<file path="src/rtl/mmio_dec_pkg.sv">
package mmio_dec_pkg;
  localparam int ADDR_W   = 16;
  localparam int DATA_W   = 8;
  localparam int NUM_TGT  = 5;
  localparam int VID_OFF_W = 11;   // 2 KiB video window

  // target index = bit position in dev_sel
  localparam int T_RAM  = 0;
  localparam int T_GPIO = 1;
  localparam int T_SND  = 2;
  localparam int T_VID  = 3;
  localparam int T_ROM  = 4;

  localparam logic [ADDR_W-1:0] TGT_BASE [NUM_TGT] =
    '{16'h0000, 16'h8000, 16'h9000, 16'hA000, 16'hC000};
  // lines compared when every line of the region is decoded
  localparam logic [ADDR_W-1:0] TGT_FULL_MASK [NUM_TGT] =
    '{16'h8000, 16'hFF00, 16'hFF00, 16'hF800, 16'hC000};
  // lines compared when only device-picking lines are decoded
  localparam logic [ADDR_W-1:0] TGT_PART_MASK [NUM_TGT] =
    '{16'h8000, 16'hF000, 16'hF000, 16'hF000, 16'hC000};
endpackage

</file>
<file path="src/rtl/mmio_addr_decode.sv">
module mmio_addr_decode
  import mmio_dec_pkg::*;
#(
  parameter bit FULL_DECODE = 1'b1
) (
  input  logic              valid,
  input  logic              io,
  input  logic [ADDR_W-1:0] addr,
  output logic [NUM_TGT-1:0] sel
);
  logic [NUM_TGT-1:0] hit;

  for (genvar i = 0; i < NUM_TGT; i++) begin : g_tgt
    localparam logic [ADDR_W-1:0] CMP_MASK =
      FULL_DECODE ? TGT_FULL_MASK[i] : TGT_PART_MASK[i];
    assign hit[i] = ((addr & CMP_MASK) == (TGT_BASE[i] & CMP_MASK));
  end

  assign sel = (valid && !io) ? hit : '0;
endmodule

</file>
<file path="src/rtl/mmio_rdata_mux.sv">
module mmio_rdata_mux
  import mmio_dec_pkg::*;
(
  input  logic [NUM_TGT-1:0]        sel,
  input  logic                      io_act,
  input  logic [NUM_TGT*DATA_W-1:0] tgt_rdata,
  input  logic [DATA_W-1:0]         io_rdata,
  output logic [DATA_W-1:0]         rdata
);
  always_comb begin
    rdata = '1;                     // unmapped reads float high
    if (io_act) begin
      rdata = io_rdata;
    end else begin
      for (int i = 0; i < NUM_TGT; i++) begin
        if (sel[i]) rdata = tgt_rdata[i*DATA_W +: DATA_W];
      end
    end
  end
endmodule

</file>
<file path="src/rtl/mmio_vid_regs.sv">
module mmio_vid_regs
  import mmio_dec_pkg::*;
#(
  parameter bit FULL_DECODE = 1'b1,
  parameter int NREG        = 8,
  parameter int BG_IDX      = 3
) (
  input  logic                 clk,
  input  logic                 rst_n,
  input  logic                 sel,
  input  logic                 we,
  input  logic [VID_OFF_W-1:0] off,
  input  logic [DATA_W-1:0]    wdata,
  output logic [DATA_W-1:0]    rdata,
  output logic [DATA_W-1:0]    bg
);
  localparam int IW = $clog2(NREG);
  localparam logic [VID_OFF_W-IW-1:0] HI_MASK = FULL_DECODE ? '1 : '0;

  logic [DATA_W-1:0] regs [NREG];
  logic [IW-1:0]     idx;
  logic              in_range;
  logic              wr;

  assign idx      = off[IW-1:0];
  assign in_range = ~|(off[VID_OFF_W-1:IW] & HI_MASK);
  assign wr       = sel && we && in_range;

  for (genvar r = 0; r < NREG; r++) begin : g_reg
    always_ff @(posedge clk or negedge rst_n) begin
      if (!rst_n)                        regs[r] <= '0;
      else if (wr && idx == IW'(r))      regs[r] <= wdata;
    end
  end

  assign rdata = in_range ? regs[idx] : '0;
  assign bg    = regs[BG_IDX];


  bg_hold_chk: assert property (@(posedge clk) disable iff (!rst_n)
    !(sel && we) |=> $stable(bg));
endmodule

</file>
<file path="src/rtl/mmio_decoder.sv">
module mmio_decoder
  import mmio_dec_pkg::*;
#(
  parameter bit FULL_DECODE = 1'b1,
  parameter int VID_NREG    = 8,
  parameter int VID_BG_IDX  = 3
) (
  input  logic               clk,
  input  logic               rst_n,
  input  logic               bus_valid,
  input  logic               bus_io,
  input  logic               bus_we,
  input  logic [ADDR_W-1:0]  bus_addr,
  input  logic [DATA_W-1:0]  bus_wdata,
  output logic [DATA_W-1:0]  bus_rdata,
  output logic [NUM_TGT-1:0] dev_sel,
  output logic               mem_we,
  output logic               io_sel,
  output logic               io_we,
  input  logic [DATA_W-1:0]  ram_rdata,
  input  logic [DATA_W-1:0]  gpio_rdata,
  input  logic [DATA_W-1:0]  snd_rdata,
  input  logic [DATA_W-1:0]  rom_rdata,
  input  logic [DATA_W-1:0]  io_rdata,
  output logic               dec_err,
  output logic [DATA_W-1:0]  bg_colour
);
  logic [DATA_W-1:0]         vid_rdata;
  logic [NUM_TGT*DATA_W-1:0] tgt_rdata;
  logic                      io_act;
  logic                      miss_rd;

  assign io_act = bus_valid && bus_io;

  mmio_addr_decode #(.FULL_DECODE(FULL_DECODE)) u_dec (
    .valid (bus_valid),
    .io    (bus_io),
    .addr  (bus_addr),
    .sel   (dev_sel)
  );

  mmio_vid_regs #(
    .FULL_DECODE (FULL_DECODE),
    .NREG        (VID_NREG),
    .BG_IDX      (VID_BG_IDX)
  ) u_vid (
    .clk   (clk),
    .rst_n (rst_n),
    .sel   (dev_sel[T_VID]),
    .we    (bus_we),
    .off   (bus_addr[VID_OFF_W-1:0]),
    .wdata (bus_wdata),
    .rdata (vid_rdata),
    .bg    (bg_colour)
  );

  assign tgt_rdata = {rom_rdata, vid_rdata, snd_rdata, gpio_rdata, ram_rdata};

  mmio_rdata_mux u_mux (
    .sel       (dev_sel),
    .io_act    (io_act),
    .tgt_rdata (tgt_rdata),
    .io_rdata  (io_rdata),
    .rdata     (bus_rdata)
  );

  assign mem_we = bus_valid && bus_we && !bus_io && (|dev_sel) && !dev_sel[T_ROM];
  assign io_sel = io_act;
  assign io_we  = io_act && bus_we;

  assign miss_rd = bus_valid && !bus_io && !bus_we && (dev_sel == '0);

  always_ff @(posedge clk or negedge rst_n) begin
    if (!rst_n) dec_err <= 1'b0;
    else        dec_err <= miss_rd;
  end


  sel_onehot_chk: assert property (@(posedge clk) disable iff (!rst_n)
    $onehot0(dev_sel));

  idle_nosel_chk: assert property (@(posedge clk) disable iff (!rst_n)
    !bus_valid |-> dev_sel == '0);

  io_nosel_chk: assert property (@(posedge clk) disable iff (!rst_n)
    (bus_valid && bus_io) |-> (dev_sel == '0 && bus_rdata == io_rdata));

  rom_nowe_chk: assert property (@(posedge clk) disable iff (!rst_n)
    dev_sel[T_ROM] |-> !mem_we);

  miss_ff_chk: assert property (@(posedge clk) disable iff (!rst_n)
    (bus_valid && !bus_io && !bus_we && dev_sel == '0) |-> bus_rdata == 8'hFF);

  ram_line_chk: assert property (@(posedge clk) disable iff (!rst_n)
    dev_sel[T_RAM] |-> !bus_addr[ADDR_W-1]);
endmodule

</file>
<file path="config.mk">
export PLATFORM = sky130hd
export DESIGN_NAME = mmio_decoder
export DESIGN_NICKNAME = d
export VERILOG_FILES = /design/src/rtl/mmio_dec_pkg.sv /design/src/rtl/mmio_addr_decode.sv /design/src/rtl/mmio_rdata_mux.sv /design/src/rtl/mmio_vid_regs.sv /design/src/rtl/mmio_decoder.sv
export SDC_FILE = /design/constraint.sdc
export NUM_CORES = 1
export LEC_CHECK = 0
export CORE_MARGIN = 2
export CORE_UTILIZATION = 53
export CTS_CLUSTER_SIZE = 14
export DETAILED_ROUTE_END_ITERATION = 8
export GPL_TIMING_DRIVEN = 0
export PLACE_DENSITY_LB_ADDON = 0.2
export SYNTH_ARGS = -nofsm -noshare
export SYNTH_HDL_FRONTEND = slang
export SYNTH_SLANG_ARGS = --single-unit
</file>
<file path="constraint.sdc">
create_clock -name clk -period 7.8 [get_ports clk]
set_input_delay 2.34 -clock clk [delete_from_list [all_inputs] [get_ports clk]]
set_output_delay 2.34 -clock clk [all_outputs]
set_load 0.03 [all_outputs]
</file>
# ---- After elaboration in Yosys (flattened, before gate mapping)
# Cells that the tools add are included.
dict set report totals {
  regBits 65
  latch_bits 0
  mem_bits_rw 0
  rom_bits 0
  inputBits 69
  wordCells 61
  n_memories 0
}
dict set report op_classes {
  addsub 0
  multipliers 0
  div_mod_pow 0
  magnitude_cmp 1
  eq_ne 11
  shifts 0
  muxes 11
  bitwise_logic 1
  reduce_logical 28
}
# operator count
set op_table {}
lappend op_table {{8-bit 2-to-1 mux} 9}
lappend op_table {{8-bit binary-select mux with 3-bit select} 1}
lappend op_table {{1-bit logical AND} 19}
lappend op_table {{8-bit == test (second input constant)} 2}
lappend op_table {{16-bit zero test} 1}
lappend op_table {{3-bit == test (second input constant)} 4}
lappend op_table {{8-bit OR reduction} 1}
lappend op_table {{3-bit by 2-bit == test with 1-bit output (second input constant)} 2}
lappend op_table {{5-bit == test (second input constant)} 1}
lappend op_table {{5-bit zero test} 1}
lappend op_table {{5-bit 2-to-1 mux} 1}
lappend op_table {{5-bit OR reduction} 1}
lappend op_table {{4-bit >= comparator (second input constant)} 1}
lappend op_table {{1-bit zero test} 4}
lappend op_table {{3-bit inverter with 4-bit output} 1}
lappend op_table {{3-bit by 1-bit == test with 1-bit output (second input constant)} 1}
lappend op_table {{3-bit zero test} 1}
lappend op_table {{2-bit == test (second input constant)} 1}

# ---- Logic depth before layout (Yosys ltp)
# Gate-level depths: netlist of the first run.
dict set report depth {
  depth_word 9
  ltp_mapped 5
  depth_no_buf 4
}

# ---- Hierarchy
# Synthesis of the first run repeated with hierarchy kept, for this count alone.
dict set report hier_totals {
  cells_unflattened 300
  hier_area_um2 4047.6
}
# mod instances cells_each area_each_um2 seq_area_each_um2
set modules_own_cells {}
lappend modules_own_cells {mmio_vid_regs 1 215 3408.3 1601.5}
lappend modules_own_cells {mmio_rdata_mux 1 67 475.5 0.0}
lappend modules_own_cells {mmio_addr_decode 1 11 86.3 0.0}
lappend modules_own_cells {mmio_decoder 1 7 77.6 25.0}

# ---- Worst setup path after synthesis of the first run
# No wires, ideal clock.
dict set report synth_timing {
  kind {input to output}
  from {input port bus_addr[1]}
  to {output port bus_rdata[3]}
  arrival_time_ps 4123
  path_slack_ps 1337
  stages 5
  n_path_buf 2
  cell_sequence {clkbuf_1 -> clkbuf_1 -> mux4_2 -> mux2i_1 -> o21ai_0}
}
dict set report synth_between {
  elab_chain_len 8
}
# element line
set synth_lines {}
lappend synth_lines {{start: declaration} mmio_decoder.sv:13} ;# input logic [ADDR_W-1:0] bus_addr,
lappend synth_lines {{3-bit inverter with 4-bit output (implied by the code)} mmio_vid_regs.sv:36} ;# assign rdata = in_range ? regs[idx] : '0;
lappend synth_lines {{8-bit binary-select mux with 3-bit select} mmio_vid_regs.sv:36}
lappend synth_lines {{8-bit 2-to-1 mux (implied by the code) (2 in a row)} mmio_vid_regs.sv:36}
lappend synth_lines {{8-bit 2-to-1 mux} mmio_vid_regs.sv:36}
lappend synth_lines {{8-bit 2-to-1 mux (2 in a row)} mmio_rdata_mux.sv:16} ;# if (sel[i]) rdata = tgt_rdata[i*DATA_W +: DATA_W];
lappend synth_lines {{8-bit 2-to-1 mux} mmio_rdata_mux.sv:12} ;# if (io_act) begin
lappend synth_lines {{end: declaration} mmio_decoder.sv:15} ;# output logic [DATA_W-1:0] bus_rdata,
# Every way passes these cells. The select of a mux whose other input is x is not followed.

# ---- Worst setup path after layout of the first run
dict set report layout_timing {
  from {input port bus_addr[1]}
  to {output port bus_rdata[4]}
}
# The elaborated chain is that of the path after synthesis.

==> run metrics, run 1 <==
clk slew on worst S/H paths=~0.060 ns; post-cts hold buffer count=0; crit share post-route=96.9%; Total Routing Usage GR=about a quarter; CTS sink cnt=65; initial drt markers=~160; mapped cell area=about 0.0037 mm2; # fillers=510; total grt overflow=0; Synth Area in Simple Gates=between 10% and 20%; multi-input logic area=~0.0019 mm2; most used cell, CP=clkdlybuf4s50_1; WHS Path Cells=1; # setup viols final=0; initial core utilization=between 50 and 60%; io pins=94; Die Area=around 0.0076 mm2; GPL Wtd Cong=a little over 0.9; DRT Pass-1 Iters=4; vias in the first global route=approximately 2900; WHS=0.502 ns; final WL=~9000 um; status=finished clean; Compound-Gate Fraction of Synth Area=roughly 7.2%; vias per inst=roughly 6; CTS tree=yes; net count after synthesis=340; critical path's top delay family=buffers and inverters; via count=approximately 2800; Slew Limit Headroom=between 30% and 40%; largest net degree at the start of global routing=66; CTS Buf Count=9; worst-path cell chain=clkdlybuf4s50_1, clkbuf_1, clkbuf_2, mux4_2, mux2i_1, o21ai_0, clkdlybuf4s50_1; CP max stage delay=between 0.6 and 0.7 ns; ys async rst share=100%; Worst path slowest cell=clkdlybuf4s50_1; WP data required=approximately 5.5 ns; post-synthesis mux area share=roughly a third; Hold EP=u_vid.regs[43]; Adder-Cell Fraction of Synth Area=0%; CP Capture Type=output port; placed cells=~440; Worst Path Arrival=~5.2 ns; total chip power=667 uW; capturing point of the worst reg2reg path=u_vid.bg[4]; Final Hold Fails=0; antenna-violating nets left=0; peak supply drop=0.000116 V; final cell count without fillers=roughly 460; Worst Clk Skew=0 ns; die height=87.1 um; core area=between 0.006 and 0.007 mm2; Synthesis Warnings=0; Area growth syn-to-layout=32.1%; IO Port Bufs=93; synthesis-stage register bit count=65; antenna violations before repair=0; post-synth cell types=39; layout cells sized above 1=31.0%; Critical Path Start Type=input pin; sequential fraction of the synthesis area=44.5%; Syn Inst Count=between 200 and 300; CTS Root Cell=clkbuf_8; Post-CTS Setup Repair Bufs=0; nets=between 400 and 500; Setup TNS Final=0 ns; global-route wire length before repair=between 10000 and 15000 um; antenna diode count=0; chip width=87.1 um; Max Cap Viol=0; Hold Path Class=flip-flop to flip-flop; CP Buf/Inv Count=4; Worst-Skew Late Latency=roughly 0.34 ns; R2R depth=1; FF+latch area=0.00163 mm2; Most used DFF post-synth=dfrtp_1; kind of critical path=input pin to output port; post_cts resized=0; largest family of logic cells by synthesized area=multiplexers; FP Rows=30; worst-margin pin slew=0.967 ns; routed len/inst=between 20 and 25 um; # DRC=0; Avg Inst Size Synth=about 13 um2; Max Clock Freq=roughly 130 MHz; EDFF count, synth=0; Max clock buf depth=2; FF-to-FF Start=u_vid.bg[4]; minimum clock period=7.56 ns; CP Max Fanout=10; pwr dens=around 140 mW/mm2; DPL Wire Length=between 6000 and 7000 um; XOR/XNOR share of the synthesized area=0%; hold_sp=u_vid.regs[43]; htree depth=3; flop-to-flop setup slack=roughly 7.0 ns; RSZ-0062 raised after global routing=no; Leakage=2.17 nW; pins over their slew limit=0
==> report_power, final <==
| group | switching, mW | internal (mW) | total [mW] |
|---|---|---|---|
| Clock | 0.116 | 0.112 | 0.228 |
| Sequential | 0.0000363 | 0.337 | 0.337 |
| Combinational | 0.0503 | 0.0512 | 0.101 |
==> logic make-up (layout without fill, tap and decap cells) <==
logic type	after synthesis	after routing
mux	87	87
buf+inv	26	133
simple gates	59	59
compound gates	34	34
flops	65	65
==> placed cells by master (no fill, tap or decap), drive strengths merged, types with 2 or more instances in the layout <==
master and instances:
nor2 14, a221o 7, o221ai 7, clkbuf 23, nand2 5, nor3 9
o31ai 8, or3b 2, mux2i 7, nand4 2, dfrtp 65, o21ai 8
nor4 5, buf 14, clkdlybuf4s50 92, nand2b 4, nand3b 7, mux4 16
mux2 64, inv 3
==> synth_stat cells (2+ instances only) <==
master    count  area share [%]
buf_1         3            0.31
nand2_1       5            0.51
o31ai_1       8             1.6
nor4_1        2            0.34
nor2_1       14             1.4
or3b_2        2            0.48
nand3b_1      7             1.4
mux2i_1       7             1.9
mux4_2       16             9.9
o221ai_1      7             1.7
dfrtp_1      65              44
clkbuf_1     10             1.0
mux2_2       64              20
nor3_4        6             2.7
nor3_1        3            0.41
nor4_4        3             1.7
nand2b_1      4            0.68
buf_4         9             1.8
a221o_1       7             1.9
inv_1         3            0.31
o21ai_0       8             1.1
==> area by class of cell <==
class                   instances  area share, %
repair buffers                 93           19.2
clock inverters                 1          0.104
multi-input cells             180           39.3
clock buffers                  13           2.88
well taps                      80           2.07
inverters                       3          0.233
plain buffers                  23           2.54
flip-flops and latches         65           33.7
==> how the worst max path moves through the flow <==
stage | startpoint | to | slack (ns) | cells after the start
5_1_grt | bus_addr[0] | bus_rdata[5] | 0.07 | 6
3_5_place_dp | bus_addr[1] | bus_rdata[3] | 0.04 | 7
4_1_cts | bus_addr[1] | bus_rdata[3] | 0.04 | 7
2_1_floorplan | bus_addr[1] | bus_rdata[3] | 1.34 | 5
3_3_place_gp | bus_addr[1] | bus_rdata[3] | 0.09 | 7
6_report | bus_addr[1] | bus_rdata[4] | 0.24 | 7
==> sequential cells by signal, summed over array words and instances, names as in the netlist <==
register,flops
dec_err,1
u_vid.bg,8
u_vid.regs,56
==> metal layers <==
metal | vias to the layer above | track usage [%] | share of wire (%)
met2 | 112 | 41.6 | 48
li1 | 1263 | - | -
met3 | 24 | 5.40 | 6.5
met4 | 0 | 11.5 | 2.5
met5 | - | 0 | 0
met1 | 1380 | 34.3 | 43
==> through the flow <==
step | setup WS [ns] | utilization, % | instance area (um2)
after floorplan | 1.34 | - | 3660
after global placement | 0.0886 | 69.8 | 4690
after detailed placement | 0.0435 | 69.7 | 4680
after CTS | 0.0369 | 71.9 | 4830
after global routing | 0.0733 | 71.9 | 4830
final | 0.242 | 71.9 | 4830
Power figures use the tool's default switching activity.
==> run 2: changes to the inputs <==
Settings changed: ABC_AREA from default to 1, CORE_UTILIZATION 53 to 55.
==> run 2 against run 1 <==
Combinational power is 5% higher. Sequential cell count stayed put. Clock power is 54% higher. Non-clock buffer count is 7 higher. Critical endpoint is now bus_rdata[1]. Die area is 10% higher. Fmax is 3.7% higher. First-iteration DRC count grew to 2.9 times the previous value. Synthesized area is 15% higher. Critical path depth is 5 higher.
==> run metrics, run 2 <==
layout cells sized above 1=about 7.0%; met3 WL=about 1200 um; antenna diode count=0; Final Hold Fails=0; antenna-violating nets left=0; routed len/inst=between 10 and 15 um; Max Clock Freq=roughly 140 MHz; cell taking the most area after synthesis=dfrtp_1; # DRC=0; Comb power frac=around an eighth; initial core utilization=about 57%; GPL Wtd Cong=just over 0.9; cell with the most instances after synthesis=nand2_1; CTS Root Cell=clkbuf_8; Yosys top cell area share=38.7%; Worst Path Arrival=~5.0 ns; worst-margin pin slew=just under 0.7 ns; global-route wire length before repair=about 21000 um; IO Port Bufs=83; Synth area leaders=dfrtp_1 39%, nand2_1 34%, nand3_1 11%; DRT Pass-1 Iters=6; Area growth syn-to-layout=28.9%; Leakage=3.12 nW; Critical Path Start Type=input pin; FP Rows=31; Top Layer Used=met4; core area=approximately 0.0073 mm2; mapped cell area=around 0.0042 mm2; kind of critical path=input pin to output port; chip width=about 91 um; post_cts resized=0; Die Area=roughly 0.0083 mm2; Reg power frac=42.4%; via count=~4600; CP Launch Point=bus_addr[15]; clk slew on worst S/H paths=0.07 ns; initial drt markers=roughly 470; synthesis-stage register bit count=65; DPL Wire Length=around 9000 um; Synthesis Warnings=0; minimum clock period=7.29 ns; CTS Buf Count=9; CP Max Fanout=10; met2 WL=a little under 6000 um; ys async rst share=100%; Max Cap Viol=0; post-synth cell types=22; htree depth=3; largest net degree at the start of global routing=40; Slew Limit Headroom=a little over half; Worst Clk Skew=0 ns; max FFs per register=56; peak supply drop=0.000136 V; pins over their slew limit=0; vias per inst=about 5.3; sequential fraction of the synthesis area=between 30% and 40%; Clk network pwr share=between 40% and 50%; CTS tree=yes; sw power=approximately 200 uW; net count after synthesis=roughly 740; vias in the first global route=around 4300; total grt overflow=0; commonest non-fill, non-tap cell in the layout=nand2_1; setup ws final=around 0.51 ns; Avg Inst Size Synth=about 6.3 um2; io pins=94; WP data required=5.46 ns; met1 WL=5300 um; Syn Inst Count=roughly 670; status=finished clean; EDFF count, synth=0; # setup viols final=0; Sw Share=about a quarter; nets=roughly 830; Max clock buf depth=2; internal power=593 uW; Setup TNS Final=0 ns; most frequent cells in the layout=381 x nand2_1, 94 x nand3_1, 82 x clkdlybuf4s50_1; CTS sink cnt=65; Place WS=roughly 0.58 ns; hold_sp=u_vid.regs[44]; die height=91.4 um; Total Routing Usage GR=a little over 30%; final WL=between 10000 and 15000 um; CP Capture Type=output port; Most used DFF post-synth=dfrtp_1; Hold Path Class=flip-flop to flip-flop; Post-CTS Setup Repair Bufs=0; pwr dens=roughly 150 mW/mm2; antenna violations before repair=0; RSZ-0062 raised after global routing=no; post-cts hold buffer count=0; Biggest register=u_vid.regs; commonest cells in the synthesized netlist=381 x nand2_1, 94 x nand3_1, 65 x dfrtp_1; Worst-Skew Late Latency=between 0.3 and 0.4 ns; crit share post-route=around 93%; FF-to-FF Start=u_vid.regs[6]
run 2: cell count changes after synthesis, moves of 6 or more:
cell and delta:
nand2_1 +376, nand3_1 +94, mux2_2 -64, inv_1 +39
mux4_2 -16, nor2_2 +8, a221o_1 -7, buf_4 +7
mux2i_1 -7, nand3b_1 -7, o221ai_1 -7, o31ai_1 -7
buf_1 +6, nand2_4 +6
run 2: power groups by stage:
stage,sequential (mW),combinational (mW),clock (mW)
after floorplan,0.344,0.0442,0
after global placement,0.344,0.102,0
after detailed placement,0.344,0.105,0
after CTS,0.337,0.105,0.351
after global routing,0.337,0.115,0.369
final,0.337,0.106,0.352
run 2: metrics by stage:
step / hold WS (ns) / cell area (um2) / cells / total power, mW / util [%]
6_report: 0.475 / 5410 / 867 / 0.794 / 73.8
5_1_grt: 0.493 / 5410 / 867 / 0.820 / 73.8
4_1_cts: 0.476 / 5410 / 867 / 0.793 / 73.8
3_5_place_dp: 0.458 / 5170 / 851 / 0.448 / 70.5
3_3_place_gp: 0.454 / 5150 / 850 / 0.446 / 70.3
2_1_floorplan: 0.442 / 4200 / 668 / 0.388 / -
run 2: path summary, 6_finish.rpt:
| path | to | slack (ns) | depth (start not counted) |
|---|---|---|---|
| worst max-delay path | bus_rdata[1] | 0.51 | 12 |
| worst min register to register | u_vid.regs[44] | 0.47 | 2 |
| max in group asynchronous | u_vid.regs[27] | 5.15 | 2 |
| min in group asynchronous | u_vid.regs[57] | 2.01 | 1 |
| worst min-delay path | u_vid.regs[44] | 0.47 | 2 |
| worst max register to register | u_vid.regs[6] | 7.12 | 2 |
run 2: per-layer routing:
| layer | vias to the layer above | GRT usage (%) |
|---|---|---|
| li1 | 2237 | - |
| met1 | 2091 | 42.5 |
| met2 | 276 | 49.1 |
| met3 | 29 | 5.73 |
| met4 | 0 | 12.4 |
| met5 | - | 0 |
run 2: critical path, cell delays in order:
cell,delay (ns)
clkdlybuf4s50_1,0.57
nand2_1,0.15
nor2_2,0.37
nand3_1,0.18
clkbuf_1,0.27
nand2_1,0.12
nand2_1,0.08
nand2_1,0.10
nand2_1,0.07
nand2_1,0.06
nand2_1,0.04
clkdlybuf4s50_1,0.58
run 2: cell families (layout without fill, tap and decap cells):
group / after synthesis / count (layout) / synth area share (%)
and+or+nand+nor: 509 / 509 / 50.4
buffers and inverters: 84 / 184 / 9.59
DFF: 65 / 65 / 38.7
AOI/OAI and AO/OA: 10 / 10 / 1.25
run 2: area by class of cell:
cell class | count | area [um2]
Buffer | 39 | 234
Clock buffer | 9 | 124
Clock inverter | 7 | 119
Fill cell | 584 | 1920
Inverter | 45 | 169
Multi-Input combinational cell | 519 | 2170
Sequential cell | 65 | 1630
Tap cell | 99 | 124
Timing Repair Buffer | 84 | 846
==> run 3: changes to the inputs <==
Settings changed: CTS_CLUSTER_DIAMETER from default to 150.
==> results of run 3 <==
No change in the layout: final DEF, timing and power equal those of run 2.
